$ cat src/rtl/cwb_pkg.sv
package cwb_pkg;
  typedef enum logic {
    ST_CMP   = 1'b0,
    ST_ALLOC = 1'b1
  } ctl_state_e;
endpackage

$ cat src/rtl/cwb_line_store.sv
module cwb_line_store #(
  parameter int LINES = 16,
  parameter int IDX_W = 4,
  parameter int TAG_W = 25,
  parameter int BLK_W = 64
) (
  input  logic             clk,
  input  logic             rst,
  input  logic [IDX_W-1:0] rd_idx,
  output logic             rd_valid,
  output logic             rd_dirty,
  output logic [TAG_W-1:0] rd_tag,
  output logic [BLK_W-1:0] rd_data,
  input  logic             wr_en,
  input  logic [IDX_W-1:0] wr_idx,
  input  logic [TAG_W-1:0] wr_tag,
  input  logic [BLK_W-1:0] wr_data,
  input  logic             wr_dirty
);
  logic             valid_q [LINES];
  logic             dirty_q [LINES];
  logic [TAG_W-1:0] tag_mem [LINES];
  logic [BLK_W-1:0] data_mem[LINES];

  // per-line state bits, cleared by reset
  for (genvar g = 0; g < LINES; g++) begin : g_line
    always_ff @(posedge clk) begin
      if (rst) begin
        valid_q[g] <= 1'b0;
        dirty_q[g] <= 1'b0;
      end else if (wr_en && wr_idx == IDX_W'(g)) begin
        valid_q[g] <= 1'b1;
        dirty_q[g] <= wr_dirty;
      end
    end
  end

  // tag and data arrays: no reset, single write port (RAM style)
  always_ff @(posedge clk) begin
    if (wr_en) begin
      tag_mem[wr_idx]  <= wr_tag;
      data_mem[wr_idx] <= wr_data;
    end
  end

  assign rd_valid = valid_q[rd_idx];
  assign rd_dirty = dirty_q[rd_idx];
  assign rd_tag   = tag_mem[rd_idx];
  assign rd_data  = data_mem[rd_idx];
endmodule

$ cat src/rtl/cwb_victim_buf.sv
module cwb_victim_buf #(
  parameter int AW    = 32,
  parameter int BLK_W = 64
) (
  input  logic             clk,
  input  logic             rst,
  input  logic             load,
  input  logic [AW-1:0]    load_addr,
  input  logic [BLK_W-1:0] load_data,
  input  logic             drained,
  output logic             full,
  output logic [AW-1:0]    addr,
  output logic [BLK_W-1:0] data
);
  always_ff @(posedge clk) begin
    if (rst) full <= 1'b0;
    else if (load) full <= 1'b1;
    else if (drained) full <= 1'b0;
  end

  always_ff @(posedge clk) begin
    if (load) begin
      addr <= load_addr;
      data <= load_data;
    end
  end

  assert_no_clobber_R10: assert property (@(posedge clk) disable iff (rst)
    load |-> !full);
  assert_drain_only_full_R10: assert property (@(posedge clk) disable iff (rst)
    drained |-> full);
endmodule

$ cat src/rtl/cwb_mem_arb.sv
module cwb_mem_arb #(
  parameter int AW    = 32,
  parameter int BLK_W = 64
) (
  input  logic             clk,
  input  logic             rst,
  input  logic             rd_req,
  input  logic [AW-1:0]    rd_addr,
  input  logic             wr_req,
  input  logic [AW-1:0]    wr_addr,
  input  logic [BLK_W-1:0] wr_data,
  input  logic             mem_rsp_done,
  output logic             mem_req_valid,
  output logic             mem_req_wr,
  output logic [AW-1:0]    mem_req_addr,
  output logic [BLK_W-1:0] mem_req_wdata,
  output logic             rd_done,
  output logic             wr_done
);
  always_ff @(posedge clk) begin
    if (rst) begin
      mem_req_valid <= 1'b0;
      mem_req_wr    <= 1'b0;
    end else if (mem_req_valid) begin
      if (mem_rsp_done) mem_req_valid <= 1'b0;
    end else if (rd_req) begin
      mem_req_valid <= 1'b1;
      mem_req_wr    <= 1'b0;
    end else if (wr_req) begin
      mem_req_valid <= 1'b1;
      mem_req_wr    <= 1'b1;
    end
  end

  always_ff @(posedge clk) begin
    if (!mem_req_valid) begin
      if (rd_req) mem_req_addr <= rd_addr;
      else if (wr_req) begin
        mem_req_addr  <= wr_addr;
        mem_req_wdata <= wr_data;
      end
    end
  end

  assign rd_done = mem_req_valid && mem_rsp_done && !mem_req_wr;
  assign wr_done = mem_req_valid && mem_rsp_done &&  mem_req_wr;

  assert_channel_held_R8: assert property (@(posedge clk) disable iff (rst)
    (mem_req_valid && !mem_rsp_done) |=>
      (mem_req_valid && $stable(mem_req_wr) && $stable(mem_req_addr)));
  assert_refill_first_R5: assert property (@(posedge clk) disable iff (rst)
    (!mem_req_valid && rd_req && wr_req) |=> (mem_req_valid && !mem_req_wr));
endmodule

$ cat src/rtl/cwb_cache.sv
module cwb_cache
  import cwb_pkg::*;
#(
  parameter int ADDR_W = 32,
  parameter int DATA_W = 32,
  parameter int LINES  = 16,
  parameter int WORDS  = 2,
  localparam int BLK_W = DATA_W * WORDS
) (
  input  logic              clk,
  input  logic              rst,
  input  logic              cpu_req_valid,
  input  logic              cpu_req_wr,
  input  logic [ADDR_W-1:0] cpu_req_addr,
  input  logic [DATA_W-1:0] cpu_req_wdata,
  output logic [DATA_W-1:0] cpu_rsp_rdata,
  output logic              cpu_rsp_ready,
  output logic              mem_req_valid,
  output logic              mem_req_wr,
  output logic [ADDR_W-1:0] mem_req_addr,
  output logic [BLK_W-1:0]  mem_req_wdata,
  input  logic [BLK_W-1:0]  mem_rsp_rdata,
  input  logic              mem_rsp_done
);
  localparam int BYTE_W = $clog2(DATA_W / 8);
  localparam int WSEL_W = $clog2(WORDS);
  localparam int IDX_W  = $clog2(LINES);
  localparam int OFF_W  = BYTE_W + WSEL_W;
  localparam int TAG_W  = ADDR_W - IDX_W - OFF_W;

  // address fields
  logic [IDX_W-1:0]  idx;
  logic [TAG_W-1:0]  tag;
  logic [WSEL_W-1:0] wsel;
  logic [ADDR_W-1:0] blk_addr;
  logic              unused_byte_bits;
  assign idx      = cpu_req_addr[OFF_W +: IDX_W];
  assign tag      = cpu_req_addr[ADDR_W-1 -: TAG_W];
  assign wsel     = cpu_req_addr[BYTE_W +: WSEL_W];
  assign blk_addr = {cpu_req_addr[ADDR_W-1:OFF_W], {OFF_W{1'b0}}};
  assign unused_byte_bits = ^cpu_req_addr[BYTE_W-1:0];

  // line store
  logic             ln_valid, ln_dirty;
  logic [TAG_W-1:0] ln_tag;
  logic [BLK_W-1:0] ln_data;
  logic             st_wr_en, st_dirty;
  logic [BLK_W-1:0] merged;

  cwb_line_store #(.LINES(LINES), .IDX_W(IDX_W), .TAG_W(TAG_W), .BLK_W(BLK_W)) u_store (
    .clk(clk), .rst(rst),
    .rd_idx(idx), .rd_valid(ln_valid), .rd_dirty(ln_dirty), .rd_tag(ln_tag), .rd_data(ln_data),
    .wr_en(st_wr_en), .wr_idx(idx), .wr_tag(tag), .wr_data(merged), .wr_dirty(st_dirty)
  );

  // victim buffer
  logic              vb_load, vb_full, wr_done, rd_done;
  logic [ADDR_W-1:0] vb_addr, victim_addr;
  logic [BLK_W-1:0]  vb_data;
  assign victim_addr = {ln_tag, idx, {OFF_W{1'b0}}};

  cwb_victim_buf #(.AW(ADDR_W), .BLK_W(BLK_W)) u_vbuf (
    .clk(clk), .rst(rst),
    .load(vb_load), .load_addr(victim_addr), .load_data(ln_data),
    .drained(wr_done), .full(vb_full), .addr(vb_addr), .data(vb_data)
  );

  // memory channel
  ctl_state_e state_q, state_d;
  logic       rd_req;
  assign rd_req = (state_q == ST_ALLOC);

  cwb_mem_arb #(.AW(ADDR_W), .BLK_W(BLK_W)) u_arb (
    .clk(clk), .rst(rst),
    .rd_req(rd_req), .rd_addr(blk_addr),
    .wr_req(vb_full), .wr_addr(vb_addr), .wr_data(vb_data),
    .mem_rsp_done(mem_rsp_done),
    .mem_req_valid(mem_req_valid), .mem_req_wr(mem_req_wr),
    .mem_req_addr(mem_req_addr), .mem_req_wdata(mem_req_wdata),
    .rd_done(rd_done), .wr_done(wr_done)
  );

  // controller
  logic             hit, vb_match, victim_dirty, accept, done_now, rdy_q;
  logic [BLK_W-1:0] base;
  logic [DATA_W-1:0] rdata_q;

  assign hit          = ln_valid && (ln_tag == tag);
  assign vb_match     = vb_full && (vb_addr == blk_addr);
  assign victim_dirty = ln_valid && ln_dirty;
  assign accept       = (state_q == ST_CMP) && cpu_req_valid && !rdy_q;

  always_comb begin
    base     = ln_data;
    st_wr_en = 1'b0;
    st_dirty = 1'b0;
    vb_load  = 1'b0;
    done_now = 1'b0;
    state_d  = state_q;
    unique case (state_q)
      ST_CMP: begin
        if (accept) begin
          if (hit) begin
            done_now = 1'b1;
            st_wr_en = cpu_req_wr;
            st_dirty = 1'b1;
          end else if (vb_match && !victim_dirty) begin
            base     = vb_data;
            done_now = 1'b1;
            st_wr_en = 1'b1;
            st_dirty = cpu_req_wr;
          end else if (!(victim_dirty && vb_full)) begin
            vb_load = victim_dirty;
            state_d = ST_ALLOC;
          end
        end
      end
      ST_ALLOC: begin
        base = mem_rsp_rdata;
        if (rd_done) begin
          done_now = 1'b1;
          st_wr_en = 1'b1;
          st_dirty = cpu_req_wr;
          state_d  = ST_CMP;
        end
      end
      default: state_d = ST_CMP;
    endcase
  end

  always_comb begin
    merged = base;
    if (cpu_req_wr) merged[wsel*DATA_W +: DATA_W] = cpu_req_wdata;
  end

  always_ff @(posedge clk) begin
    if (rst) begin
      state_q <= ST_CMP;
      rdy_q   <= 1'b0;
      rdata_q <= '0;
    end else begin
      state_q <= state_d;
      rdy_q   <= done_now;
      if (done_now) rdata_q <= merged[wsel*DATA_W +: DATA_W];
    end
  end

  assign cpu_rsp_ready = rdy_q;
  assign cpu_rsp_rdata = rdata_q;

  assert_ready_pulse_R2: assert property (@(posedge clk) disable iff (rst)
    cpu_rsp_ready |=> !cpu_rsp_ready);
  assert_ready_after_refill_R6: assert property (@(posedge clk) disable iff (rst)
    (state_q == ST_ALLOC && rd_done) |=> cpu_rsp_ready);
endmodule

$ cat config.mk
export PLATFORM = sky130hd
export DESIGN_NAME = cwb_cache
export DESIGN_NICKNAME = d
export VERILOG_FILES = /design/src/rtl/cwb_pkg.sv /design/src/rtl/cwb_line_store.sv /design/src/rtl/cwb_victim_buf.sv /design/src/rtl/cwb_mem_arb.sv /design/src/rtl/cwb_cache.sv
export SDC_FILE = /design/constraint.sdc
export NUM_CORES = 2
export LEC_CHECK = 0
export BUFFER_PORTS_ARGS = -buffer_cell sky130_fd_sc_hd__buf_2
export CORE_MARGIN = 4
export CORE_UTILIZATION = 40
export CTS_CLUSTER_SIZE = 12
export DETAILED_ROUTE_END_ITERATION = 10
export PLACE_DENSITY = 0.63
export SLEW_MARGIN = 10
export SYNTH_ARGS = -nofsm -noshare
export SYNTH_HDL_FRONTEND = slang
export SYNTH_SLANG_ARGS = --single-unit
$ cat constraint.sdc
create_clock -name clk -period 14.9 [get_ports clk]
set_clock_uncertainty 0.2 [all_clocks]
set_input_delay 0.745 -clock clk [delete_from_list [all_inputs] [get_ports clk]]
set_output_delay 0.745 -clock clk [all_outputs]
set_load 0.1 [all_outputs]
Yosys cells after proc, flatten, opt, wreduce, memory -nomap -nowiden
Memories as Yosys holds them, arrays and structs flattened.
Index checks and enable logic that the tools add are counted.
- bits in registers: 226
- bits in latches: 0
- RAM bits: 1456
- memory bits (read-only): 0
- word-level logic and storage cells: 228
- memories: 4
- add/sub/neg operators: 1
- multiply operators: 0
- div/mod/pow operators: 0
- $lt $le $gt $ge: 0
- equal/unequal tests: 17
- shifts and indexed selects: 3
- mux-type cells: 124
- bitwise operators: 34
- reduce and logical (&&, ||, !) cells: 34
- memory list (memory ; depth ; width ; read ports ; clocked after memory_dff ; wr ports ; line ; RTL):
    u_store.data_mem ; 16 ; 64 ; 1 ; 0 ; 1 ; cwb_line_store.sv:23 ; logic [BLK_W-1:0] data_mem[LINES];
    u_store.tag_mem ; 16 ; 25 ; 1 ; 0 ; 1 ; cwb_line_store.sv:22 ; logic [TAG_W-1:0] tag_mem [LINES];
    u_store.dirty_q ; 16 ; 1 ; 1 ; 0 ; 16 ; cwb_line_store.sv:21 ; logic dirty_q [LINES];
    u_store.valid_q ; 16 ; 1 ; 1 ; 0 ; 16 ; cwb_line_store.sv:20 ; logic valid_q [LINES];
- operator list (operator ; number):
    $mux W64 ; 4
    $pmux W64 S2 ; 1
    $mux W1 ; 112
    $bwmux W64 ; 1
    $mux W32 ; 2
    $shift A32 B34 Y64 const A ; 1
    $shiftx A32 B34 Y64 ; 1
    $shiftx A64 B7 Y32 ; 1
    $neg A6 Y34 ; 1
    $eq A4 B4 Y1 const B ; 8
    $or A1 B1 Y1 ; 32
    $eq A29 B29 Y1 ; 1
    $logic_and A1 B1 Y1 ; 26
    $eq A25 B25 Y1 ; 1
    $eq A4 B3 Y1 const B ; 4
    $eq A4 B2 Y1 const B ; 2
    $pmux W1 S2 ; 4
    $eq A4 B1 Y1 const B ; 1
    $logic_not A4 Y1 ; 1
    $reduce_bool A2 Y1 ; 2
    $logic_not A1 Y1 ; 3
    $reduce_and A3 Y1 ; 1
    $not A1 Y1 ; 2
    $reduce_and A2 Y1 ; 1

Logic depth before layout (Yosys ltp)
An unclocked memory read counts as a cell.
- depth after elaboration: 13
- gate-level depth with buffers: 17
- gate-level depth less buffers: 10

Cells and area by module
Synthesis repeated with hierarchy kept, for this count alone.
- cells, all modules: 3127
- area, all modules: 65664.2 um^2
- modules (own cells, without submodules) (module ; instances ; cells an instance ; area each (um^2) ; sequential area each (um^2)):
    cwb_line_store ; 1 ; 2312 ; 54775.0 ; 43711.9
    cwb_cache ; 1 ; 569 ; 4448.0 ; 680.7
    cwb_mem_arb ; 1 ; 146 ; 3519.6 ; 2922.8
    cwb_victim_buf ; 1 ; 100 ; 2921.6 ; 2902.8

Worst setup path before layout
No wires, ideal clock.
- path kind: in2reg
- start: input cpu_req_addr[3]
- end: register u_vbuf.full
- setup time: 98 ps
- arrival: 12836 ps
- required time: 14602 ps
- slack: 1766 ps
- stages: 15
- cell sequence: buf_6 > buf_8 > buf_6 > buf_6 > mux4_2 > and2_1 > a32oi_1 > o211ai_1 > o2111a_1 > and4bb_1 > and2_1 > buf_4 > buf_2 > nor4_1 > o21ba_2
- cells in the longest elaborated chain, start to end: 9
- RTL lines (item ; line ; RTL):
    from (decl) ; cwb_cache.sv:14 ; input logic [ADDR_W-1:0] cpu_req_addr,
    branches (longest 5 deep; another with $mem_v2 Z16 W25) ; - ;
    $mux W1 * ; cwb_cache.sv:103 ; if (hit) begin
    $mux W1 * ; cwb_cache.sv:102 ; if (accept) begin
    $mux W1 * ; cwb_cache.sv:100 ; unique case (state_q)
    via u_vbuf.load ; cwb_victim_buf.sv:7 ; input logic load,
    $mux W1 or $reduce_bool A2 Y1 (tied branches) ; - ;
    to (signal assigned) ; cwb_victim_buf.sv:16 ; if (rst) full <= 1'b0;
    to (signal assigned) ; cwb_victim_buf.sv:17 ; else if (load) full <= 1'b1;
    to (signal assigned) ; cwb_victim_buf.sv:18 ; else if (drained) full <= 1'b0;
    to (decl) ; cwb_victim_buf.sv:11 ; output logic full,
Mark *: on every way through the listed nets, which the timed path passes.
A chain may end at the register's enable or synchronous reset.

Worst setup path after layout
- start: input cpu_req_addr[6]
- end: memory u_store.data_mem[11][16], enable pin
- cells in the longest elaborated chain, start to end: 10
- RTL lines (item ; line):
    branches (longest 10 deep; another with $mem_v2 Z16 W25) ; -
    to (decl) ; cwb_line_store.sv:23
Several ways; the timed one is not identified.

==> impl_results.html <==
<table>
<tr><th>Metric</th><th>Value</th></tr>
<tr><th colspan="2">STA</th></tr>
<tr><td>Setup violators final</td><td>0</td></tr>
<tr><td>Max-slew violations</td><td>0</td></tr>
<tr><td>Max Clock Freq</td><td>~120 MHz</td></tr>
<tr><td>Final period util</td><td>57.27%</td></tr>
<tr><td>Count of final hold-check violations</td><td>0</td></tr>
<tr><td>Tightest Pin Transition</td><td>between 1 and 1.5 ns</td></tr>
<tr><td>Post-layout worst setup margin</td><td>around 6.4 ns</td></tr>
<tr><td>Relative slew margins</td><td>between 10% and 20%</td></tr>
<tr><td>Shortest clock period the worst path allows after layout</td><td>approximately 8.5 ns</td></tr>
<tr><td>Total negative slack</td><td>0 ns</td></tr>
<tr><td>Setup repair after global routing missed its margin</td><td>no</td></tr>
<tr><th colspan="2">Cells and area</th></tr>
<tr><td>Total number of nets in the final design</td><td>approximately 3800</td></tr>
<tr><td>Layout cell share with drive strength beyond 1</td><td>between 20% and 30%</td></tr>
<tr><td>Area growth from synthesis to layout</td><td>13.56%</td></tr>
<tr><th colspan="2">Synth</th></tr>
<tr><td>Yosys reg bits</td><td>1679</td></tr>
<tr><td>Number of distinct standard cells referenced by the synthesized netlist</td><td>a little under 80</td></tr>
<tr><td>Syn Area/Cell</td><td>20.19 um^2</td></tr>
<tr><td>Gate count after technology mapping</td><td>between 3000 and 4000</td></tr>
<tr><td>Sequential-to-total area share from yosys stat</td><td>roughly three quarters</td></tr>
<tr><td>Number of enable-type register cells in the synthesized netlist</td><td>1641</td></tr>
<tr><td>Synth Warn #</td><td>0</td></tr>
<tr><td>Share of async-settable or async-resettable flops after synthesis</td><td>0%</td></tr>
<tr><td>Top_reg_cell synth</td><td>edfxtp_1</td></tr>
<tr><td>Area of the mapped netlist</td><td>67600 um^2</td></tr>
<tr><th colspan="2">CTS</th></tr>
<tr><td>Number of gates resized after CTS</td><td>0</td></tr>
<tr><td>Clk sink count</td><td>around 1700</td></tr>
<tr><td>Clock transition at path regs</td><td>~0.06 ns</td></tr>
<tr><td>Maximum clock path buffer count</td><td>3</td></tr>
<tr><td>CTS tree</td><td>yes</td></tr>
<tr><td>Level count of the clock H-tree</td><td>4</td></tr>
<tr><td>CTS root buf</td><td>clkbuf_16</td></tr>
<tr><td>TritonCTS buffer count</td><td>172</td></tr>
<tr><td>Setup bufs post-CTS</td><td>0</td></tr>
<tr><td>Worst-Skew Late Latency</td><td>between 0.8 and 0.9 ns</td></tr>
<tr><th colspan="2">Floorplanning</th></tr>
<tr><td>Vertical die dimension</td><td>about 420 um</td></tr>
<tr><td>Die area</td><td>~180000 um^2</td></tr>
<tr><td>Starting Density</td><td>between 40% and 50%</td></tr>
<tr><td>Die span in x</td><td>about 420 um</td></tr>
<tr><td>Number of core rows</td><td>150</td></tr>
<tr><td>Number of top-level design ports</td><td>about 260</td></tr>
<tr><td>CORE AREA</td><td>between 150000 and 200000 um^2</td></tr>
<tr><th colspan="2">Run</th></tr>
<tr><td>Max cap viols</td><td>0</td></tr>
<tr><th colspan="2">Placed design</th></tr>
<tr><td>Total of buffers placed on input and output ports</td><td>around 260</td></tr>
<tr><td>Detail Placement HPWL</td><td>107500 um</td></tr>
<tr><td>Post-Place Setup Slack</td><td>5.618 ns</td></tr>
<tr><td>Final weighted congestion of routability-driven global placement</td><td>approximately 0.84</td></tr>
<tr><th colspan="2">Global route</th></tr>
<tr><td>Initial antenna violation count</td><td>22</td></tr>
<tr><td>Global-route wire length before repair</td><td>about 270000 um</td></tr>
<tr><td>Gr usage total</td><td>roughly 22%</td></tr>
<tr><td>Via count of the first global-routing pass</td><td>approximately 36000</td></tr>
<tr><td>Pin count of the biggest net entering global routing</td><td>140</td></tr>
<tr><td>Gr ovfl total</td><td>0</td></tr>
<tr><th colspan="2">Worst hold path</th></tr>
<tr><td>Type of the tightest min-delay check</td><td>in -&gt; reg</td></tr>
<tr><th colspan="2">Power</th></tr>
<tr><td>Sw power</td><td>2.322 mW</td></tr>
<tr><td>Static leakage power</td><td>~24 nW</td></tr>
<tr><td>Share of power burned in the clock network</td><td>about two fifths</td></tr>
<tr><td>VDD IR max</td><td>about 110 uV</td></tr>
<tr><td>Register share of total power</td><td>between 50% and 60%</td></tr>
<tr><td>Share of power burned in combinational logic</td><td>between 7 and 8%</td></tr>
<tr><td>Power density over the cells</td><td>131.7 nW/um^2</td></tr>
<tr><td>Switching fraction of total power</td><td>a little under a quarter</td></tr>
<tr><td>Internal</td><td>between 7 and 8 mW</td></tr>
<tr><th colspan="2">Detailed routing</th></tr>
<tr><td>Router iterations before antenna repair</td><td>5</td></tr>
<tr><td>Detailed router's first-iteration violation count</td><td>around 4200</td></tr>
<tr><td>Detail Route Antenna Nets</td><td>0</td></tr>
<tr><td>Routed vias/inst</td><td>6.035</td></tr>
<tr><td>Total routed wirelength</td><td>roughly 190000 um</td></tr>
<tr><td>Average wire per standard cell</td><td>~32 um</td></tr>
<tr><td>Number of remaining DRC errors</td><td>0</td></tr>
<tr><td>Via count</td><td>around 36000</td></tr>
<tr><th colspan="2">Critical path</th></tr>
<tr><td>Data arrival, critical path</td><td>8.72 ns</td></tr>
<tr><td>CP Data Required Time</td><td>around 15 ns</td></tr>
<tr><td>Maximum fanout count along the critical path</td><td>43</td></tr>
<tr><td>Capturing element type of the critical path</td><td>flip-flop</td></tr>
<tr><td>Element type at the critical path start</td><td>primary input</td></tr>
<tr><td>Kind of critical path</td><td>in -&gt; reg</td></tr>
<tr><th colspan="2">Outcome</th></tr>
<tr><td>Run status</td><td>complete, no violations</td></tr>
</table>
## state kept, by name, summed over array words and instances, names as in the netlist
name                 count
u_store.tag_mem        400
u_vbuf.full              1
u_arb.mem_req_wdata     64
u_vbuf.data             64
u_store.data_mem      1024
u_arb.mem_req_valid      1
u_arb.mem_req_wr         1
u_store.dirty_q         16
cpu_rsp_ready            1
u_vbuf.addr             29
rd_req                   1
u_store.valid_q         16
cpu_rsp_rdata           32
u_arb.mem_req_addr      29
## final timing paths
path | startpoint | end | slack (ns) | depth (start not counted)
hold / removal | cpu_req_wdata[1] | cpu_rsp_rdata[1] | 0.15 | 3
hold reg to reg | u_vbuf.data[41] | u_arb.mem_req_wdata[41] | 0.26 | 0
setup reg to reg | u_store.tag_mem[1][13] | u_store.data_mem[11][16] | 7.37 | 13
setup / recovery | cpu_req_addr[6] | u_store.data_mem[11][16] | 6.37 | 16
## power groups by stage
stage	registers, mW	clock network, mW	logic (mW)
finish	5.32	4.06	0.732
global route	5.32	4.34	0.779
CTS	5.32	4.13	0.733
detailed placement	5.42	0	0.731
global placement	5.42	0	0.716
floorplan	5.49	0	0.409
## through the flow
stage | power, mW | cell area, um^2 | utilization [%] | instances | hold WS [ns]
floorplan | 5.900 | 67610 | - | 3350 | 0.2262
global placement | 6.137 | 71480 | 42.65 | 5665 | 0.2389
detailed placement | 6.153 | 71480 | 42.65 | 5665 | 0.2458
CTS | 10.19 | 76730 | 45.78 | 5973 | 0.09335
global route | 10.44 | 76770 | 45.81 | 5983 | 0.1275
finish | 10.11 | 76770 | 45.81 | 5984 | 0.1539
## per-layer routing
| layer | vias up | wire length [um] | global-route usage (%) |
|---|---|---|---|
| met1 | 19310 | 74590 | 28.85 |
| met2 | 1771 | 93990 | 35.29 |
| met4 | 4 | 8087 | 9.211 |
| met5 | - | 28 | 0 |
| li1 | 14680 | - | - |
| met3 | 346 | 14150 | 3.436 |
## area by class of cell
class,instances,area (um^2)
clock buffer,259,4743
multi-input combinational,1400,16560
clock inverter,48,498.0
inverter,56,217.7
timing repair buffer,327,1931
tap,2204,2758
sequential,1679,50040
fill,14060,90830
antenna,11,27.53
## cell usage after synthesis (36+ instances only)
master       n  area (um^2)
a21oi_1     49        245.2
a221oi_1    39        341.6
a22oi_1     36        270.3
buf_2       49        245.2
clkbuf_1   120        450.4
dfxtp_1     38        760.7
edfxtp_1  1641        49280
inv_1       53        198.9
mux2_2      67        754.5
mux2i_1     83        830.8
mux4_2     410         9234
nand2_1     95        356.6
nor2_1      72        270.3
nor3_1      61        305.3
o21ai_0     73        365.4
o22ai_1     47        294.0
xnor2_1     44        385.4
## critical path: stages
cell and delay [ns]:
buf_4 0.54, buf_4 0.58, nor2_1 0.08, buf_4 0.21, a221oi_1 0.65, a211oi_1 0.15
a211oi_1 0.50, o211ai_2 0.23, nor4_4 0.55, and2_2 0.24, buf_4 0.59, a311o_1 0.40
nand3_1 0.66, nor2_4 0.83, buf_4 0.71, buf_4 0.90
## logic make-up after synthesis
logic type                share of synthesized area [%]
xor gates and xnor gates                         0.6478
DFF                                               74.02
muxes                                             16.09
and+or+nand+nor                                   2.612
AOI/OAI and AO/OA                                 4.807
other                                          0.005547
buffers and inverters                             1.823
## cell usage in the layout (no fill, tap or decap), types with 60 or more instances in the layout
master     netlist  routed
buf_4           10      63
clkbuf_1       120      78
mux2_2          67      67
nand2_1         95      94
mux2i_1         83      83
edfxtp_1      1641    1641
nor3_1          61      60
mux4_2         410     410
buf_2           49     253
clkbuf_16        0     174
o21ai_0         73      73
## what timing repair did
action / 4_1_cts / 5_1_grt
setup endpoints to repair: 0 / 0
endpoints found under the hold margin: 1 / 0
hold buffers: 1 / 0
No activity file was read; power rests on OpenSTA's default activity.
